$ cat src/rtl/osd_sync_pkg.sv
package osd_sync_pkg;

    typedef struct packed {
        logic pol;
        logic v_trail;
        logic vref_trail;
        logic h_lead;
    } sync_cfg_t;

    typedef struct packed {
        logic lead;
        logic trail;
    } edge_pair_t;

    function automatic logic pick_edge(input edge_pair_t e, input logic use_trail);
        return use_trail ? e.trail : e.lead;
    endfunction

    function automatic logic offset_mode(input sync_cfg_t c);
        return c.v_trail & c.vref_trail & c.h_lead;
    endfunction

endpackage

$ cat src/rtl/sync_edge_sampler.sv
module sync_edge_sampler
    import osd_sync_pkg::*;
#(
    parameter int STAGES = 2
) (
    input  logic       clk,
    input  logic       rst,
    input  logic       active_high,
    input  logic       pin,
    output edge_pair_t edges
);
    logic level;
    logic [STAGES:0] chain;

    assign level = active_high ? pin : ~pin;

    always_ff @(posedge clk) begin
        if (rst) chain[0] <= 1'b0;
        else     chain[0] <= level;
    end

    for (genvar i = 1; i <= STAGES; i++) begin : g_stage
        always_ff @(posedge clk) begin
            if (rst) chain[i] <= 1'b0;
            else     chain[i] <= chain[i-1];
        end
    end

    assign edges.lead  =  chain[STAGES-1] & ~chain[STAGES];
    assign edges.trail = ~chain[STAGES-1] &  chain[STAGES];

    AST_SYNC_LATENCY: assert property (@(posedge clk) disable iff (rst)
        edges.lead |-> $past(level, STAGES));

endmodule

$ cat src/rtl/hsync_ref_timer.sv
module hsync_ref_timer #(
    parameter int OFFSET = 10
) (
    input  logic clk,
    input  logic rst,
    input  logic start,
    output logic fire
);
    localparam int W = $clog2(OFFSET + 1);

    logic [W-1:0] cnt;

    always_ff @(posedge clk) begin
        if (rst)             cnt <= '0;
        else if (start)      cnt <= W'(OFFSET);
        else if (cnt != '0)  cnt <= cnt - W'(1);
    end

    assign fire = (cnt == W'(1));

    AST_REF_SINGLE: assert property (@(posedge clk) disable iff (rst)
        fire |=> !fire);

endmodule

$ cat src/rtl/osd_sync_detect.sv
module osd_sync_detect
    import osd_sync_pkg::*;
#(
    parameter int SYNC_STAGES = 2,
    parameter int VREF_OFFSET = 10
) (
    input  logic clk,
    input  logic rst,
    input  logic hsync_in,
    input  logic vsync_in,
    input  logic cfg_pol,
    input  logic cfg_v_trail,
    input  logic cfg_vref_trail,
    input  logic cfg_h_lead,
    output logic line_start,
    output logic field_start
);
    sync_cfg_t  cfg;
    edge_pair_t h_e;
    edge_pair_t v_e;
    logic       late_ref;
    logic       v_ref;
    logic       v_hit;
    logic       pending;

    assign cfg = '{pol: cfg_pol, v_trail: cfg_v_trail,
                   vref_trail: cfg_vref_trail, h_lead: cfg_h_lead};

    sync_edge_sampler #(.STAGES(SYNC_STAGES)) u_hs (
        .clk(clk), .rst(rst), .active_high(cfg.pol), .pin(hsync_in), .edges(h_e));

    sync_edge_sampler #(.STAGES(SYNC_STAGES)) u_vs (
        .clk(clk), .rst(rst), .active_high(cfg.pol), .pin(vsync_in), .edges(v_e));

    hsync_ref_timer #(.OFFSET(VREF_OFFSET)) u_tmr (
        .clk(clk), .rst(rst), .start(h_e.lead), .fire(late_ref));

    assign v_ref = offset_mode(cfg) ? late_ref : pick_edge(h_e, cfg.vref_trail);
    assign v_hit = pick_edge(v_e, cfg.v_trail);

    always_ff @(posedge clk) begin
        if (rst) pending <= 1'b0;
        else     pending <= v_hit | (pending & ~v_ref);
    end

    assign line_start  = pick_edge(h_e, ~cfg.h_lead);
    assign field_start = pending & v_ref;

    AST_LINE_SINGLE: assert property (@(posedge clk) disable iff (rst)
        line_start |=> !line_start);

    AST_FIELD_SINGLE: assert property (@(posedge clk) disable iff (rst)
        field_start |=> !field_start);

    AST_FLAG_DROPS: assert property (@(posedge clk) disable iff (rst)
        (field_start && !v_hit) |=> !field_start && !pending);

    AST_RST_QUIET: assert property (@(posedge clk)
        rst |=> !field_start);

endmodule

$ cat config.mk
export PLATFORM = sky130hd
export DESIGN_NAME = osd_sync_detect
export DESIGN_NICKNAME = d
export VERILOG_FILES = /design/src/rtl/osd_sync_pkg.sv /design/src/rtl/sync_edge_sampler.sv /design/src/rtl/hsync_ref_timer.sv /design/src/rtl/osd_sync_detect.sv
export SDC_FILE = /design/constraint.sdc
export NUM_CORES = 1
export LEC_CHECK = 0
export BUFFER_PORTS_ARGS = -buffer_cell sky130_fd_sc_hd__buf_2
export CAP_MARGIN = 15
export CORE_AREA = 8 8 45 47
export CTS_CLUSTER_DIAMETER = 50
export DETAILED_ROUTE_END_ITERATION = 8
export DIE_AREA = 0 0 53 55
export PLACE_DENSITY = 0.62
export SYNTH_ARGS = -nofsm -noshare
export SYNTH_HDL_FRONTEND = slang
export SYNTH_HIERARCHICAL = 1
export SYNTH_SLANG_ARGS = --single-unit
$ cat constraint.sdc
create_clock -name clk -period 1.43 [get_ports clk]
set_input_delay 0.143 -clock clk [delete_from_list [all_inputs] [get_ports clk]]
set_output_delay 0.143 -clock clk [all_outputs]
set_load 0.005 [all_outputs]
==> reports/qor.csv <==
metric;value;unit
status;finished with violations;
violations;negative setup slack;
syn_to_final_growth;36.7;%
max_freq;670;MHz
required;1.29;ns
fin_nets;75;
syn-num-nets;55;
drc_errors;0;
drt-total-wl;893;um
cts.htree.levels;1;
reg2reg_depth;6;
boundaryPins;10;
grt_max_degree;12;
place.gp.congestion;0.752;
crit_arrival;1.35;ns
synth_top_area_share;46.8;%
root_buffer;clkbuf_4;
viasPerCell;4.84;
num_rows;14;
grt_pass1_wl;1.52;mm
drive_above_1_share;47.0;%
maxSlewHeadroom;80.8;%
grt-ovfl-total;0;
ys_ff_latch;11;
cts_tree;done;
worstMarginPinSlew;0.286;ns
worstSetupStartpointType;flop;
synth.area.top_cells;dfxtp_1 47%, nor2b_1 12%, nor2_1 4.0%, xor2_1 3.7%, a311oi_2 3.2%;
io_buffers;9;
finalCriticalPeriod;1.49;ns
drt-pass1-iter-count;3;
p_per_area;956;mW/mm^2
cts.sinks;11;
worstSkewPairLatency;0.26;ns
irDropWorstVdd;421;uV
holdCritStartpoint;hsync_in;
grt_pass1_vias;375;
antenna_left;0;
fin_cells;82;
chipHeight;55;um
fin_tns_setup;-0.0625;ns
setup_ws;-0.0625;ns
diodes;0;
ys_warn_count;6;
antenna_found_initial;0;
final.period_utilization;104;%
hold_slack;0.116;ns
core_area;0.00138;mm^2
synth.most_common_cell;dfxtp_1;
start_util;34.0;%
utilization;46.5;%
cap_viol_max_count;0;
r2r_setup_slack;0.06;ns
vias;397;
pre_cts_ws;0.131;ns
dpl.hpwl;597;um
die-width;53;um
synth_top_area_cell;dfxtp_1;
grtUsageTotal;7.29;%
grt_setup_unrepaired;yes;
synth-edff-count;0;
worstHoldPathType;input port to flop;
synthTopCellsByCount;11 x dfxtp_1, 9 x nor2b_1, 5 x nor2_1;
avgSynthCellArea;10.0;um^2
synth_area;470;um^2
crit_path_max_fanout;2;
die_area;0.00292;mm^2
reg2reg_from;u_tmr/cnt[2]$_SDFFE_PP0P_;
ys.flop_type;dfxtp_1;
power_leakage;0.284;nW
netlist_instances;47;
hold_path_end;u_hs/chain[0]$_SDFF_PP0_;
place_inst;73;
skew;0.00334;ns
setup_viol;1;
drt-wirelength-per-cell;10.9;um
async_flop_share;0;%
endpoint_kind;output pin;
ys_types;20;
timing.final.hold_violations;0;
path_class;flop to output pin;
reg2reg_to;pending$_SDFF_PP0_;
cts.clk_slew.worst_paths;0.07;ns
cts_buffers;3;
whs_path_depth;3;
cts_buffer_depth;2;
yosysSeqAreaShare;46.8;%
drtIter0Drc;1;
drv_slew;0;
## how the worst max path moves through the flow
stage	from	endpoint	cells after the start
floorplan	u_tmr/cnt[1]$_SDFFE_PP0P_	field_start	4
global placement	u_tmr/cnt[1]$_SDFFE_PP0P_	field_start	5
detailed placement	u_tmr/cnt[1]$_SDFFE_PP0P_	field_start	5
CTS	u_tmr/cnt[1]$_SDFFE_PP0P_	field_start	5
global route	u_tmr/cnt[3]$_SDFFE_PP0P_	field_start	5
finish	u_tmr/cnt[2]$_SDFFE_PP0P_	field_start	5
## state kept, by name, indices dropped and copies added (netlist names)
register and flops:
pending 1, u_tmr/cnt 4, u_hs/chain 3, u_vs/chain 3
## final cells by class
type	count	area (um^2)
clock buffer	4	26.3
fill	146	741
multi-input combinational	36	269
sequential	11	228
tap	16	20.0
timing repair buffer	15	100
## repair_timing
action                                  4_1_cts  5_1_grt
endpoints found under the setup margin        1        2
setup buffers                                 4        1
gates resized for setup                       6        5
pin swaps                                     1        1
hold buffers                                  0        0
## per-stage QoR
stage	area [um^2]	power (mW)
after global placement	543	0.402
after floorplan	470	0.374
after CTS	617	0.615
after detailed placement	543	0.402
after global routing	643	0.658
final	643	0.615
## cell usage in the layout (no fill, tap or decap), types with 3 or more instances in the layout
cell	instances
buf_4	5
nor2_1	5
buf_2	8
clkbuf_4	3
nor2b_1	8
dfxtp_2	3
dfxtp_1	7
## cell families after synthesis
family / after synthesis / synth area share (%)
muxes: 3 / 7.71
DFF: 11 / 46.8
AOI/OAI and AO/OA: 5 / 7.45
xor gates and xnor gates: 2 / 3.72
and+or+nand+nor: 26 / 34.3
## layer usage
metal  GRT usage (%)  wire length (um)  vias up
met5               0                 0        -
li1                -                 -      202
met1            8.59               407      178
met2            9.18               363       13
met4            5.17                24        0
met3            4.81                97        4
## report_power, final
group          internal [mW]  switching (mW)  leakage (nW)  total [mW]
clock network          0.108          0.0977        0.0150       0.205
registers              0.319         0.00808        0.0920       0.328
logic                 0.0451          0.0364         0.177      0.0815
total                  0.472           0.142         0.284       0.615
## critical path, stage by stage, from the launching register on
cell	delay, ns
dfxtp_2	0.36
nor3_4	0.05
and2_2	0.19
nand4b_1	0.19
and3b_1	0.18
buf_2	0.12
No activity file was read; power rests on OpenSTA's default activity.
